[src/rtl/irq_latch_pkg.sv]
package irq_latch_pkg;

  // Falling transition between two synchronised samples of an active-low pin
  function automatic logic fall_of(input logic prev, input logic cur);
    return prev & ~cur;
  endfunction

  function automatic logic rise_of(input logic prev, input logic cur);
    return ~prev & cur;
  endfunction

  // Next value of an active-low request bit; a fresh falling edge has priority
  function automatic logic next_req(input logic cur_n, input logic fall,
                                    input logic rise, input logic edge_md,
                                    input logic ackn);
    logic release_now;
    release_now = edge_md ? ackn : rise;
    if (fall)             return 1'b0;
    else if (release_now) return 1'b1;
    else                  return cur_n;
  endfunction

endpackage

[src/rtl/irq_sync.sv]
module irq_sync #(
  parameter int   STAGES  = 2,
  parameter logic RST_VAL = 1'b1
) (
  input  logic clk,
  input  logic rst_n,
  input  logic d,
  output logic q
);
  logic [STAGES-1:0] chain;

  generate
    for (genvar s = 0; s < STAGES; s++) begin : g_stage
      always_ff @(posedge clk or negedge rst_n) begin
        if (!rst_n) chain[s] <= RST_VAL;
        else if (s == 0) chain[s] <= d;
        else chain[s] <= chain[(s == 0) ? 0 : s-1];
      end
    end
  endgenerate

  assign q = chain[STAGES-1];
endmodule

[src/rtl/irq_edge.sv]
module irq_edge
  import irq_latch_pkg::*;
(
  input  logic clk,
  input  logic rst_n,
  input  logic cur,
  output logic fall,
  output logic rise
);
  logic prev;

  always_ff @(posedge clk or negedge rst_n) begin
    if (!rst_n) prev <= 1'b1;
    else        prev <= cur;
  end

  assign fall = fall_of(prev, cur);
  assign rise = rise_of(prev, cur);
endmodule

[src/rtl/irq_req_cell.sv]
module irq_req_cell
  import irq_latch_pkg::*;
(
  input  logic clk,
  input  logic rst_n,
  input  logic fall,
  input  logic rise,
  input  logic edge_md,
  input  logic ackn,
  output logic req_n
);
  always_ff @(posedge clk or negedge rst_n) begin
    if (!rst_n) req_n <= 1'b1;
    else        req_n <= next_req(req_n, fall, rise, edge_md, ackn);
  end
endmodule

[src/rtl/irq_latch.sv]
module irq_latch #(
  parameter int NCH       = 2,
  parameter int SYNC_DEPTH = 2
) (
  input  logic           clk,
  input  logic           rst_n,
  input  logic [NCH-1:0] pin_n,
  input  logic [NCH-1:0] edge_mode,
  input  logic [NCH-1:0] ack,
  output logic [NCH-1:0] req_n
);
  localparam int LATENCY = SYNC_DEPTH + 1;

  // Named internal events, also observed by the bound checker
  logic [NCH-1:0] pin_s;
  logic [NCH-1:0] fall_ev;
  logic [NCH-1:0] rise_ev;

  generate
    for (genvar c = 0; c < NCH; c++) begin : g_ch
      irq_sync #(.STAGES(SYNC_DEPTH), .RST_VAL(1'b1)) u_sync (
        .clk(clk), .rst_n(rst_n), .d(pin_n[c]), .q(pin_s[c])
      );
      irq_edge u_edge (
        .clk(clk), .rst_n(rst_n), .cur(pin_s[c]),
        .fall(fall_ev[c]), .rise(rise_ev[c])
      );
      irq_req_cell u_cell (
        .clk(clk), .rst_n(rst_n), .fall(fall_ev[c]), .rise(rise_ev[c]),
        .edge_md(edge_mode[c]), .ackn(ack[c]), .req_n(req_n[c])
      );
    end
  endgenerate

  initial begin
    if (LATENCY < 3) $error("SYNC_DEPTH must be at least 2");
  end
endmodule

[config.mk]
export PLATFORM = sky130hd
export DESIGN_NAME = irq_latch
export DESIGN_NICKNAME = d
export VERILOG_FILES = /design/src/rtl/irq_latch_pkg.sv /design/src/rtl/irq_sync.sv /design/src/rtl/irq_edge.sv /design/src/rtl/irq_req_cell.sv /design/src/rtl/irq_latch.sv
export SDC_FILE = /design/constraint.sdc
export NUM_CORES = 1
export LEC_CHECK = 0
export CORE_AREA = 2 2 39 41
export CTS_CLUSTER_DIAMETER = 120
export DETAILED_ROUTE_END_ITERATION = 12
export DIE_AREA = 0 0 41 43
export DONT_BUFFER_PORTS = 1
export GPL_ROUTABILITY_DRIVEN = 0
export SLEW_MARGIN = 40
export SYNTH_ARGS = -nofsm -noshare
export SYNTH_HDL_FRONTEND = slang
export SYNTH_HIERARCHICAL = 1
export SYNTH_SLANG_ARGS = --single-unit
[constraint.sdc]
create_clock -name clk -period 1.2 [get_ports clk]
set_input_delay 0.24 -clock clk [delete_from_list [all_inputs] [get_ports clk]]
set_output_delay 0.24 -clock clk [all_outputs]
set_load 0.02 [all_outputs]
### After elaboration in Yosys (flattened, before gate mapping)

Cells that the tools add are included.

| cells by class | value |
|---|---|
| multiplexer cells | 6 |
| divide/modulo/power cells | 0 |
| eq/ne operators | 0 |
| add/subtract/negate cells | 0 |
| shifts and indexed selects | 0 |
| order comparisons | 0 |
| multipliers | 0 |
| bitwise logic cells | 8 |
| reduce and logical (&&, ||, !) cells | 2 |

Operators with widths:

| cell | count |
|---|---|
| two-way mux 1 bit | 6 |
| bitwise AND 1 bit | 4 |
| NOT 1 bit | 4 |
| nonzero test 2 bit | 2 |

| storage, ports and cells | value |
|---|---|
| input bits | 8 |
| RAM bits | 0 |
| ROM bits | 0 |
| memories kept | 0 |
| output and inout port bits | 2 |
| latch bits | 0 |
| logic and storage cells | 24 |
| bits in registers | 8 |

### Depth between registers and ports, before layout

| logic depth | value |
|---|---|
| depth after elaboration | 5 |
| gate-level depth with buffers | 3 |
| depth with buffers taken out | 3 |

### By module

The synthesis kept the hierarchy.

Modules (own cells, without submodules):

| module | cells an instance | instances | area each (um2) |
|---|---|---|---|
| irq_sync | 2 | 2 | 52.6 |
| irq_req_cell | 4 | 2 | 45.0 |
| irq_edge | 3 | 2 | 41.3 |

### Worst setup path after synthesis

Ideal clock, no wire load.

| timing path | value |
|---|---|
| path type | register to register |
| start | register g_ch[0].u_edge.prev |
| end | register g_ch[0].u_cell.req_n |
| period minus slack after synthesis | 0.951 ns |
| data arrival time | 0.870 ns |
| path buffers | 0 |
| path slack | 0.249 ns |
| stages on the path, launching flop included | 4 |
| path through | dfstp_2 > and2b_2 > mux2i_1 > a21oi_1 |

| between the ends | value |
|---|---|
| cells in the longest elaborated chain, start to end | 4 |
| elaborated cells on any way between the ends | 6 |
| those cells by class | mux: 2; bitwise: 3; reduce/logical: 1 |

RTL lines:

| what | line | text |
|---|---|---|
| from (decl) | irq_edge.sv:10 | `logic prev;` |
| from (signal assigned) | irq_edge.sv:14 | `else prev <= cur;` |
| NOT 1 bit | irq_latch_pkg.sv:9 | `return ~prev & cur;` |
| bitwise AND 1 bit | irq_latch_pkg.sv:9 |  |
| named net rise_ev[0] | irq_latch.sv:17 | `logic [NCH-1:0] rise_ev;` |
| two-way mux 1 bit | irq_latch_pkg.sv:17 | `release_now = edge_md ? ackn : rise;` |
| nonzero test 2 bit (no source line) | -- |  |
| to (signal assigned) | irq_req_cell.sv:14 | `else req_n <= next_req(req_n, fall, rise, edge_md, ackn);` |
| to (decl) | irq_req_cell.sv:10 | `output logic req_n` |

The timed path passes the listed nets, and every way through them passes these cells.
A chain may end at the register's enable or synchronous reset.

### Worst setup path in the final report

| timing path | value |
|---|---|
| start | register g_ch[1].u_cell.req_n |
| end | output port req_n[1] |

RTL lines:

| what | line | text |
|---|---|---|
| from (decl) | irq_req_cell.sv:10 |  |
| from (signal assigned) | irq_req_cell.sv:14 |  |
| to (decl) | irq_latch.sv:10 | `output logic [NCH-1:0] req_n` |

No word-level cell between the ends.

==> impl_metrics.toml <==
[worst_setup_path]
critical_path_class = "reg2out"
rrSetupSlack_ps = 170
critPathRequiredTime_ps = 960
crit_fanout = 2
start_kind = "flop"
cp_data_arrival_time_ps = 830
critPathCaptureType = "primary output"

[clocking]
cts_buffer_depth = 2
cts_tree = "built"
clock_latency_ps = 240
clkSinkCount = 8
ctsResizeCount = 0
cts_setup_buffers = 0
clock_tree.htree_level_count = 1
cts.clk_slew.worst_paths_ps = 50
numCtsBuffers = 3
clock-root-buffer = "clkbuf_4"

[route]
totalWireLength_um = 412
vias_per_cell = 3.85
ant_nets = 0
drt_pass1_iterations = 2
route.met2.wl_um = 200
drtIter0Drc = 1
top_layer = "met4"
wire_per_inst_um = 10.3
drc = 0
dr_total_vias = 154
drt-met1-wl_um = 154
dr_wl_met3_um = 51

[power]
p_int_uw = 435
p_clk_share_pct = 35.1
seqPwrFrac_pct = 59.1
combPwrFrac_pct = 5.8
vdd_drop_max_uv = 610
p_sw_uw = 113
swShare_pct = 20.6
powerDensity_nw_per_um2 = 1560
p_leak_nw = 0.150

[synth]
synth_top_area_share_pct = 75.7
ys_ff_latch = 8
yosys_warnings = 6
syn_area_per_cell_um2 = 15.4
synthTopCellsByArea = "dfstp_2 (76%), mux2i_1 (7.2%), and2b_2 (6.3%), nor2b_1 (4.5%), a21oi_1 (3.6%)"
synth_ff_type = "dfstp_2"
syn_area_um2 = 278
yosysSeqAreaShare_pct = 75.7
synth_nets = 26
yosysUniqueCellTypes = 6
async_flop_share_pct = 100
synth-edff-count = 0
post-synth-top-count-cell = "dfstp_2"
syn_inst = 18
yosys.area.top_type = "dfstp_2"

[global_routing]
overflow = 0
grt_max_degree = 9
grt_pass1_vias = 185
antenna_found_initial = 0
grtUsageTotal_pct = 6.83
grt_pass1_wl_um = 703

[sta]
fin_worst_skew_ps = 0.878
final_max_slew_viol_count = 0
rsz0062_at_grt = "no"
fmax_mhz = 932
setup_violations = 0
whs_ps = 212
slew_headroom_pct = 78.1
period_minus_slack_ps = 1070
worst_pin_slew_ps = 328
timing.setup.tns_ps = 0
finalHoldViolations = 0
post-route-period-util_pct = 89.4

[cells_and_area]
nNetsFinal = 34
fill_cells = 144
synthToLayoutAreaGrowth_pct = 26.1
post-route-util_pct = 25.3
drive_gt1_share_pct = 54.2
antenna_cells = 0

[floorplanning]
io_pins = 10
fp.dieArea_um2 = 1760
core_um2 = 1380
start_util_pct = 20.1
dieHeight_um = 43
die_x_um = 41
rows = 14

[run_status]
status = "complete, no violations"

[placed_design]
portBuffers = 0

[min_path]
hp-class = "in2reg"

[run]
maxCapViolations = 0
## placed cells by master (no fill, tap or decap), drive strengths merged
cell,instances
dfstp,8
clkbuf,3
dlygate4sd3,3
inv,2
mux2i,2
a21oi,2
nor2b,2
and2b,2
## metrics by stage
step                      instance area, um^2  std cells  power, mW  worst slack [ps]
after floorplan                           278         18      0.341               249
after global placement                    298         34      0.343               229
after detailed placement                  298         34      0.349               166
after CTS                                 350         40      0.561               111
after global routing                      350         40      0.581              98.1
final                                     350         40      0.548               127
## worst paths after layout
path / startpoint / end / cells past startpoint
max in group asynchronous: rst_n / g_ch[0].u_sync/q / 1
setup reg to reg: g_ch[0].u_edge/prev / g_ch[0].u_cell/req_n / 3
setup / recovery: g_ch[1].u_cell/req_n / req_n[1] / 0
hold reg to reg: g_ch[1].u_sync/chain[0] / g_ch[1].u_sync/q / 0
min in group asynchronous: rst_n / g_ch[1].u_sync/q / 1
hold / removal: ack[1] / g_ch[1].u_cell/req_n / 2
## cells by family (layout without fill, tap and decap cells)
group                  after synthesis  after routing  share of synthesized area [%]
AO/OA/AOI/OAI                        2              2                           3.60
buffers and inverters                2              8                           2.70
flip-flops                           8              8                           75.7
multiplexers                         2              2                           7.21
AND/OR/NAND/NOR                      4              4                           10.8
## state kept, by name, summed over array words and instances, names as in the netlist
| signal | cells |
|---|---|
| g_ch.u_cell/req_n | 2 |
| g_ch.u_edge/prev | 2 |
| g_ch.u_sync/chain | 2 |
| g_ch.u_sync/q | 2 |
## metal layers
layer,track usage (%),up-vias
li1,-,68
met1,5.74,74
met2,8.75,10
met3,6.81,2
met4,6.00,0
met5,0,-
## area by class of cell
type                    instances  area (um^2)  area share [%]
well taps                      16         20.0            5.71
flip-flops and latches          8          210            60.0
clock buffers                   3         22.5            6.43
repair buffers                  3         30.0            8.57
multi-input cells               8         60.1            17.1
inverters                       2         7.51            2.14
## power by group through the flow
stage	combinational (mW)	sequential [mW]	clock, mW
2_1_floorplan	0.0166	0.324	0
5_1_grt	0.0363	0.327	0.218
6_report	0.0315	0.324	0.192
4_1_cts	0.0323	0.325	0.204
3_3_place_gp	0.0174	0.326	0
3_5_place_dp	0.0204	0.328	0
## timing repair
action | 4_1_cts | 5_1_grt
hold endpoints to repair | 10 | 0
hold buffers | 3 | 0
endpoints found under the setup margin | 0 | 0
Power figures use the tool's default switching activity.
